===== src/rtl/pulse_spread_pkg.sv =====
// Shared types for the interval-spread pulse block.
// Assumes a single clock domain; tag 0 names channel A, tag 1 channel B.
package pulse_spread_pkg;
    typedef struct packed {
        logic tag;   // 0 = channel A, 1 = channel B
        logic sign;  // exported sign bit
    } pulse_entry_t;
endpackage


===== src/rtl/pulse_entry_fifo.sv =====
// Circular queue of tagged sign bits. It accepts up to two pushes per cycle
// (port 0 is queued ahead of port 1) and one pop. Clear empties it, and
// pushes in the clear cycle still land. Fullness is judged on the count held
// at the start of the cycle. Assumes DEPTH is a power of two.
module pulse_entry_fifo
    import pulse_spread_pkg::*;
#(
    parameter int DEPTH = 8
) (
    input  logic         clk,
    input  logic         rst_n,
    input  logic         clear_i,
    input  logic         push0_i,
    input  pulse_entry_t data0_i,
    input  logic         push1_i,
    input  pulse_entry_t data1_i,
    input  logic         pop_i,
    output pulse_entry_t head_o,
    output logic         empty_o,
    output logic         ovf_o
);
    localparam int AW = $clog2(DEPTH);
    localparam int CW = AW + 1;

    pulse_entry_t   mem [DEPTH];
    logic [AW-1:0]  rptr, wptr, rptr_b, wptr_b, wptr_1;
    logic [CW-1:0]  cnt, cnt_b, cnt_n;
    logic           ovf_b, acc0, acc1, pop_ok;

    // Base state for this cycle: clear wins over the held state.
    always_comb begin
        rptr_b = clear_i ? '0 : rptr;
        wptr_b = clear_i ? '0 : wptr;
        cnt_b  = clear_i ? '0 : cnt;
        ovf_b  = clear_i ? 1'b0 : ovf_o;
    end

    // Acceptance of each push, and the next count.
    always_comb begin
        pop_ok = pop_i && !clear_i && (cnt != '0);
        acc0   = push0_i && (cnt_b < CW'(DEPTH));
        acc1   = push1_i && ((cnt_b + CW'(acc0)) < CW'(DEPTH));
        wptr_1 = wptr_b + AW'(acc0);
        cnt_n  = cnt_b + CW'(acc0) + CW'(acc1) - CW'(pop_ok);
    end

    // Pointer, count and overflow state.
    always_ff @(posedge clk) begin
        if (!rst_n) begin
            rptr  <= '0;
            wptr  <= '0;
            cnt   <= '0;
            ovf_o <= 1'b0;
        end else begin
            rptr  <= rptr_b + AW'(pop_ok);
            wptr  <= wptr_b + AW'(acc0) + AW'(acc1);
            cnt   <= cnt_n;
            ovf_o <= ovf_b | (push0_i & ~acc0) | (push1_i & ~acc1);
        end
    end

    // Entry storage writes.
    always_ff @(posedge clk) begin
        for (int i = 0; i < DEPTH; i++) begin
            if (!rst_n)
                mem[i] <= '0;
            else if (acc0 && wptr_b == AW'(i))
                mem[i] <= data0_i;
            else if (acc1 && wptr_1 == AW'(i))
                mem[i] <= data1_i;
        end
    end

    assign head_o  = mem[rptr];
    assign empty_o = (cnt == '0);

    p_count_bound_r8: assert property (@(posedge clk) disable iff (!rst_n)
        cnt <= CW'(DEPTH));
    p_flush_r7: assert property (@(posedge clk) disable iff (!rst_n)
        clear_i |=> cnt <= CW'(2));
    p_ovf_cause_r8: assert property (@(posedge clk) disable iff (!rst_n)
        $rose(ovf_o) |-> $past(cnt) >= CW'(DEPTH - 1) && $past(push0_i || push1_i));
endmodule


===== src/rtl/pulse_interval_timer.sv =====
// Counts filter-clock ticks from the frame-start strobe and fires once every
// 4*interval ticks. It never fires while the interval is zero. Assumes
// frame_start_i lasts one cycle; that cycle resets the count and is not
// counted as a tick.
module pulse_interval_timer #(
    parameter int IW = 8
) (
    input  logic          clk,
    input  logic          rst_n,
    input  logic          frame_start_i,
    input  logic          tick_i,
    input  logic [IW-1:0] interval_i,
    output logic          expire_o
);
    localparam int CW = IW + 2;

    logic [CW-1:0] tick_cnt;
    logic [CW-1:0] limit_m1;

    // Last count value before expiry: 4*interval - 1.
    always_comb limit_m1 = {interval_i, 2'b00} - CW'(1);

    // Expiry strobe.
    always_comb expire_o = tick_i && !frame_start_i &&
                           (interval_i != '0) && (tick_cnt == limit_m1);

    // Tick counter, restarted by frame start and on each expiry.
    always_ff @(posedge clk) begin
        if (!rst_n)
            tick_cnt <= '0;
        else if (frame_start_i || expire_o)
            tick_cnt <= '0;
        else if (tick_i)
            tick_cnt <= tick_cnt + CW'(1);
    end

    p_expire_tick_r4: assert property (@(posedge clk) disable iff (!rst_n)
        expire_o |-> tick_i && !frame_start_i);
    p_restart_r4: assert property (@(posedge clk) disable iff (!rst_n)
        frame_start_i |=> !expire_o || interval_i == IW'(1) || interval_i == '0);
endmodule


===== src/rtl/pulse_out_stage.sv =====
// Holds one level flip-flop per channel and applies the global polarity
// select at the pins. Assumes at most one load request per channel per cycle.
module pulse_out_stage #(
    parameter int NCH = 4
) (
    input  logic           clk,
    input  logic           rst_n,
    input  logic [NCH-1:0] load_i,
    input  logic [NCH-1:0] value_i,
    input  logic           invert_i,
    output logic [NCH-1:0] level_o,
    output logic [NCH-1:0] pulse_o
);
    genvar g;
    generate
        for (g = 0; g < NCH; g++) begin : g_ch
            // Per-channel level register.
            always_ff @(posedge clk) begin
                if (!rst_n)
                    level_o[g] <= 1'b0;
                else if (load_i[g])
                    level_o[g] <= value_i[g];
            end
        end
    endgenerate

    // Polarity select at the pins.
    always_comb pulse_o = invert_i ? level_o : ~level_o;
endmodule


===== src/rtl/pulse_spread_fifo.sv =====
// Top level. Channels A and B are queued and played out on timer expiry, or
// loaded at once when the interval is zero. Channels C and D always load at
// once. Pin order is {D,C,B,A}.
module pulse_spread_fifo
    import pulse_spread_pkg::*;
#(
    parameter int DEPTH = 8,
    parameter int IW    = 8
) (
    input  logic          clk,
    input  logic          rst_n,
    input  logic          frame_start_i,
    input  logic          tick_i,
    input  logic [IW-1:0] interval_i,
    input  logic          invert_i,
    input  logic          wr_a_i,
    input  logic          sign_a_i,
    input  logic          wr_b_i,
    input  logic          sign_b_i,
    input  logic          wr_c_i,
    input  logic          sign_c_i,
    input  logic          wr_d_i,
    input  logic          sign_d_i,
    output logic [3:0]    pulse_o,
    output logic          overflow_o
);
    localparam int NCH = 4;

    logic         bypass, expire, fifo_empty, pop_fire;
    pulse_entry_t head, ent_a, ent_b;
    logic [NCH-1:0] load, value, level;

    // Mode decode and entries for the queue.
    always_comb begin
        bypass   = (interval_i == '0);
        ent_a    = '{tag: 1'b0, sign: sign_a_i};
        ent_b    = '{tag: 1'b1, sign: sign_b_i};
        pop_fire = expire && !fifo_empty;
    end

    pulse_interval_timer #(.IW(IW)) timer_i (
        .clk           (clk),
        .rst_n         (rst_n),
        .frame_start_i (frame_start_i),
        .tick_i        (tick_i),
        .interval_i    (interval_i),
        .expire_o      (expire)
    );

    pulse_entry_fifo #(.DEPTH(DEPTH)) fifo_i (
        .clk     (clk),
        .rst_n   (rst_n),
        .clear_i (frame_start_i),
        .push0_i (wr_a_i && !bypass),
        .data0_i (ent_a),
        .push1_i (wr_b_i && !bypass),
        .data1_i (ent_b),
        .pop_i   (expire),
        .head_o  (head),
        .empty_o (fifo_empty),
        .ovf_o   (overflow_o)
    );

    // Load requests per channel: bypass write, tagged play-out, or direct.
    always_comb begin
        load[0]  = bypass ? wr_a_i : (pop_fire && !head.tag);
        value[0] = bypass ? sign_a_i : head.sign;
        load[1]  = bypass ? wr_b_i : (pop_fire && head.tag);
        value[1] = bypass ? sign_b_i : head.sign;
        load[2]  = wr_c_i;
        value[2] = sign_c_i;
        load[3]  = wr_d_i;
        value[3] = sign_d_i;
    end

    pulse_out_stage #(.NCH(NCH)) out_i (
        .clk      (clk),
        .rst_n    (rst_n),
        .load_i   (load),
        .value_i  (value),
        .invert_i (invert_i),
        .level_o  (level),
        .pulse_o  (pulse_o)
    );

    p_bypass_r3: assert property (@(posedge clk) disable iff (!rst_n)
        wr_a_i && interval_i == '0 |=> level[0] == $past(sign_a_i));
    p_direct_r9: assert property (@(posedge clk) disable iff (!rst_n)
        wr_c_i |=> level[2] == $past(sign_c_i));
    p_tag_r6: assert property (@(posedge clk) disable iff (!rst_n)
        pop_fire && !head.tag |=> $stable(level[1]));
    p_polarity_r2: assert property (@(posedge clk) disable iff (!rst_n)
        invert_i |-> pulse_o == level);
endmodule


===== config.mk =====
export PLATFORM = sky130hd
export DESIGN_NAME = pulse_spread_fifo
export DESIGN_NICKNAME = d
export VERILOG_FILES = /design/src/rtl/pulse_spread_pkg.sv /design/src/rtl/pulse_entry_fifo.sv /design/src/rtl/pulse_interval_timer.sv /design/src/rtl/pulse_out_stage.sv /design/src/rtl/pulse_spread_fifo.sv
export SDC_FILE = /design/constraint.sdc
export NUM_CORES = 1
export LEC_CHECK = 0
export BUFFER_PORTS_ARGS = -buffer_cell sky130_fd_sc_hd__buf_2
export CAP_MARGIN = 20
export CORE_MARGIN = 5
export CORE_UTILIZATION = 53
export CTS_CLUSTER_DIAMETER = 150
export DETAILED_ROUTE_END_ITERATION = 6
export PLACE_DENSITY = 0.78
export SETUP_SLACK_MARGIN = 0.15
export SLEW_MARGIN = 5
export SYNTH_ARGS = -nofsm -noshare
export SYNTH_HDL_FRONTEND = slang
export SYNTH_SLANG_ARGS = --single-unit

===== constraint.sdc =====
create_clock -name clk -period 3.4 [get_ports clk]
set_input_delay 0.17 -clock clk [delete_from_list [all_inputs] [get_ports clk]]
set_output_delay 0.17 -clock clk [all_outputs]
set_load 0.03 [all_outputs]

Word-level counts from Yosys, hierarchy flattened
Memories as Yosys holds them, arrays and structs flattened. A register that Yosys moved wholly into a read port is not among the register bits.
Index checks and enable logic that the tools add are counted.
{ "word_totals": {"register_bits": 25, "mem_bits_rw": 16, "input_bits": 21, "elab_cells": 182, "mem_count": 1} }
{ "mem_list": {"columns": ["memory", "depth", "word_bits", "rd", "rd_clocked_by_memory_dff", "wr", "line_no", "text"], "rows": [
  ["fifo_i.mem", 8, 2, 1, 1, 8, "pulse_entry_fifo.sv:25", "pulse_entry_t mem [DEPTH];"]
]} }
{ "op_classes": {"add_sub_neg": 8, "n_lt_le_gt_ge": 2, "n_eq_ne": 15, "muxes": 83, "n_bitwise": 24, "reduce_logical": 40} }
{ "ops": {"columns": ["cell", "n"], "rows": [
  ["$mux 1", 62],
  ["$mux 2", 16],
  ["$logic_and 1x1->1", 28],
  ["$eq 3x3->1 const B", 8],
  ["$or 1x1->1", 18],
  ["$eq 3x2->1 const B", 4],
  ["$add 10x1->10 const B", 1],
  ["$eq 10x10->1", 1],
  ["$sub 10x1->10 const B", 1],
  ["$add 3x1->3", 3],
  ["$mux 3", 3],
  ["$add 4x1->4", 2],
  ["$logic_not 8->1", 1],
  ["$lt 4x4->1 const B", 2],
  ["$mux 4", 2],
  ["$reduce_bool 8->1", 1],
  ["$eq 3x1->1 const B", 2],
  ["$logic_not 3->1", 2],
  ["$logic_not 1->1", 4],
  ["$logic_not 4->1", 1],
  ["$not 4->4", 1],
  ["$reduce_bool 4->1", 1],
  ["$sub 4x1->4", 1],
  ["$not 1->1", 3],
  ["3 further kinds", 4]
]} }

Logic depth before layout (Yosys ltp)
{ "depth": {"ltp_word": 13, "ltp_mapped": 19} }

Hierarchy
From an unflattened synthesis, not the netlist that was laid out.
{ "unflattened": {"cells_unflattened": 279, "hier_area_um2": 2741.4} }
{ "modules_own_cells": {"columns": ["mod", "instances", "cells_each", "area_per_inst_um2", "seq_area_each_um2"], "rows": [
  ["pulse_entry_fifo", 1, 154, 1666.6, 700.7],
  ["pulse_interval_timer", 1, 95, 783.3, 200.2],
  ["pulse_out_stage", 1, 17, 191.4, 80.1],
  ["pulse_spread_fifo", 1, 13, 100.1, 0.0]
]} }

Worst setup path before layout
Ideal clock, no wire load.
{ "synth_timing": {"path_type": "in2reg", "startpoint": "input interval_i[2]", "endpoint": "register fifo_i.cnt[3]", "setup_ns": 0.128, "t_arrival_ns": 3.110, "t_required_ns": 3.272, "slack_ns": 0.162, "path_stages": 16, "cell_sequence": "or4_4 or3_1 buf_6 nand3_4 inv_4 ha_1 nand3_1 xor2_1 nor2_1 o21ai_0 ha_1 a21o_1 a21oi_1 xnor2_1 xnor2_1 nor2_1"} }
{ "synth_between": {"elab_chain_cells": 9} }
{ "synth_rtl": {"columns": ["item", "line_no", "text"], "rows": [
  ["start, declared", "pulse_spread_fifo.sv:14", "input logic [IW-1:0] interval_i,"],
  ["$logic_not 8->1", "pulse_spread_fifo.sv:35", "bypass = (interval_i == '0);"],
  ["$logic_not 1->1", "pulse_spread_fifo.sv:54, pulse_spread_fifo.sv:56", null],
  ["$logic_and 1x1->1", "pulse_spread_fifo.sv:54", ".push0_i (wr_a_i && !bypass),"],
  ["$logic_and 1x1->1", "pulse_entry_fifo.sv:41", "acc0 = push0_i && (cnt_b < CW'(DEPTH));"],
  ["$add 4x1->4", "pulse_entry_fifo.sv:42, pulse_entry_fifo.sv:44", null],
  ["$lt 4x4->1", "pulse_entry_fifo.sv:42", "acc1 = push1_i && ((cnt_b + CW'(acc0)) < CW'(DEPTH));"],
  ["$logic_and 1x1->1", "pulse_entry_fifo.sv:42", null],
  ["$add 4x1->4", "pulse_entry_fifo.sv:44", "cnt_n = cnt_b + CW'(acc0) + CW'(acc1) - CW'(pop_ok);"],
  ["$sub 4x1->4 (*)", "pulse_entry_fifo.sv:44", null],
  ["end signal, assigned", "pulse_entry_fifo.sv:57", "cnt <= cnt_n;"],
  ["end, declared", "pulse_entry_fifo.sv:27", "logic [CW-1:0] cnt, cnt_b, cnt_n;"]
]} }
Mark *: on every way between the ends. The rest lies on a longest branch, timed or not.
A chain may end at the register's enable or synchronous reset.

Final worst setup path
Ends and elaborated chain as after synthesis.

==> results.cfg <==
[setup_path]
worst-endpoint-arrival_ps = 3260
cp_data_required_time_ps = 3600
crit_type = in2reg
crit_chain = buf_2 -> or4_4 -> or3_1 -> nand3_4 -> inv_4 -> ha_1 -> nand3_1 -> xor2_1 -> nor2_2 -> o21ai_1 -> ha_1 -> a21o_1 -> a21oi_1 -> xnor2_1 -> xnor2_1 -> nor2_1
slowest_stage = or4_4
path_max_fanout = 5
critPathMaxStageDelay_ps = 530
critical_path.startpoint_type = input port
critPathCaptureType = flip-flop

[yosys]
synth_cell_types = 48
seq_area_frac_synth = 0.371
netlist_area_sq_mm = 0.00265
synth_mux_area_frac = 0.0718
synthAdderAreaFrac = 0.0737
async_flop_share = 0
ys_ff_latch = 41
avgSynthCellArea_sq_um = 9.49
synth_compound_area_frac = 0.0879
synth.top_cells.by_count = 25 x dfxtp_1, 25 x nor3_1, 24 x nor2_1
synth_top_family_by_area = simple AND/OR/NAND/NOR gates
ys.flop_type = dfxtp_1
yosys-top-cells-area = dfxtp_1 19%, edfxtp_1 18%, ha_1 6.6%, xnor2_1 5.0%, xor2_1 5.0%
synth-warning-count = 0
synthesis.nets = 315
yosys.area.top_type_share = 0.189
yosysTopAreaCell = dfxtp_1
synth-simple-area-share = 0.263
syn_inst = 279
synth_edf_count = 16
synth-xor-area-share = 0.0992

[clocking]
cts_buffers = 5
clock_sinks = 41
cts_tree = built
worstSkewPairLatency_ps = 300
clkSlewWorstSetupHoldPaths_ps = 90
root_buffer = clkbuf_8
ctsHtreeMaxLevel = 2
ctsLongestPathBuffers = 2
cts_setup_buffers = 0

[grt]
grt_max_degree = 23
grt_overflow = 0
grt_pass1_wl_microns = 9740
antenna_found_initial = 0
grt_use_total = 0.198
grt_pass1_vias = 2072

[sta]
max_slew.worst_pin.slew_ps = 474
hold_violations = 0
maxSlewViolCount = 0
rsz0062_at_grt = false
timing.fmax_mhz = 326
setup_viol = 0
fin_skew_ps = 13.7
setup_tns_ps = 0
min_period_ps = 3070
fin_ws_ps = 333
max_slew_margin = 0.682
timing.final.crit_share = 0.902

[layout]
fin_nets = 349
finalInstanceArea_sq_mm = 0.00302
layout-drive-gt1-share = 0.201
fin_util = 0.632
final_cells = 381
n_antenna_cell = 0
areaGrowthSynthToFinish_pct = 14.2
fillers = 424

[min_path]
holdCritPathClass = in2reg

[drt]
drt_drc_violations_left = 0
drt_pass1_iterations = 4
wl_per_cell_microns = 15.1
drt_iter0_markers = 137
drt_wl_total_microns = 5740
vias_per_cell = 5.78
via_count = 2202
ant_nets = 0

[die]
placementRows = 25
dieHeight_microns = 80.7
io_pins = 26
core-area_sq_mm = 0.00479
start_util = 0.553
dieArea_sq_mm = 0.00651
die_x_microns = 80.7

[place]
gp_congestion = 0.890
portBuffers = 25
dpl-instance-area_sq_mm = 0.00290
place_ws_ps = -136
placed_cells = 373
dp_hpwl_microns = 4490

[pwr]
leakage_nw = 1.16
ir_worst_vdd_v = 0.000243
seqPwrFrac = 0.441
switching_share = 0.300
netSwitchingPower_w = 0.000402
pwr-share-comb = 0.267
clkPwrFrac = 0.293
power_density_mw_per_mm2 = 442
p_int_w = 0.000936

[run]
cap_viol_max_count = 0

[outcome]
status = finished clean
==> area by class of cell <==
cell class	instances	area, sq um	area share
tap	67	83.8	0.0277
inverter	8	32.5	0.0108
multi-input combinational	219	1590	0.527
clock inverter	2	38.8	0.0128
clock buffer	6	72.6	0.0240
sequential	41	981	0.324
timing repair buffer	38	223	0.0736
==> per-layer routing <==
metal	routed length, microns	up-vias	GRT usage
li1	-	1083	-
met1	2550	1042	0.268
met2	2760	75	0.313
met3	390	2	0.0482
met4	36	0	0.0608
met5	0	-	0
==> power groups by stage <==
stage,sequential (W),combinational [W],clock [W]
floorplan,0.000593,0.000256,0
global placement,0.000599,0.000343,0
detailed placement,0.000601,0.000352,0
CTS,0.000590,0.000354,0.000400
global route,0.000596,0.000397,0.000431
finish,0.000589,0.000357,0.000392
==> final timing paths <==
kind                             from               end  slack, ps  depth (start not counted)
hold / removal               sign_c_i  out_i.level_o[2]        120                          3
hold reg to reg      out_i.level_o[0]  out_i.level_o[0]        500                          2
setup reg to reg  timer_i.tick_cnt[0]     fifo_i.cnt[3]        530                         13
setup / recovery        interval_i[2]     fifo_i.cnt[3]        330                         16
==> placed cells by master (no fill, tap or decap), types with 2 or more instances in the layout <==
| cell type | n |
|---|---|
| mux4_2 | 4 |
| and2_1 | 6 |
| nor2_1 | 23 |
| buf_2 | 25 |
| nor3b_1 | 2 |
| a31oi_1 | 3 |
| nor2b_1 | 9 |
| nand4_1 | 6 |
| or4_1 | 2 |
| inv_1 | 7 |
| o21ai_0 | 3 |
| a21oi_1 | 7 |
| o31ai_1 | 2 |
| xnor2_1 | 15 |
| a22oi_1 | 2 |
| xor2_1 | 14 |
| nand2_1 | 16 |
| o221ai_1 | 7 |
| mux2i_1 | 10 |
| dfxtp_1 | 25 |
| clkbuf_8 | 5 |
| buf_4 | 13 |
| or2_2 | 2 |
| or3_1 | 7 |
| nor2_2 | 3 |
| and3_1 | 3 |
| nand2b_1 | 7 |
| edfxtp_1 | 16 |
| nor3_1 | 24 |
| ha_1 | 14 |
| nand3_1 | 7 |
| nor4_1 | 3 |
==> cell families after synthesis <==
kind of cell,after synthesis
xor+xnor,30
buf+inv,19
mux,14
flops,41
fa+ha+maj,15
simple gates,127
compound gates,33
==> worst max-delay path, delay by kind of cell <==
kind / cells / cell delay (ps)
and+or+nand+nor: 6 / 1360
AOI/OAI and AO/OA: 3 / 590
xor gates and xnor gates: 3 / 510
adders and majority gates: 2 / 490
buffers and inverters: 2 / 140
==> metrics by stage <==
step           hold slack [ps]  power [W]
4_1_cts                    116    0.00134
3_5_place_dp               422   0.000954
6_report                   121    0.00134
2_1_floorplan              317   0.000848
5_1_grt                    114    0.00142
3_3_place_gp               411   0.000942
==> repair_timing <==
item | CTS | global route
setup endpoints to repair | 0 | 2
hold buffers | 0 | 0
resized for setup | 0 | 4
==> flip-flops by register name (all words and copies together), names as in the netlist <==
register          count
fifo_i.mem           16
timer_i.tick_cnt     10
fifo_i.cnt            4
out_i.level_o         4
fifo_i.rptr           3
fifo_i.wptr           3
fifo_i.ovf_o          1
(Power assumes the default switching activity.)
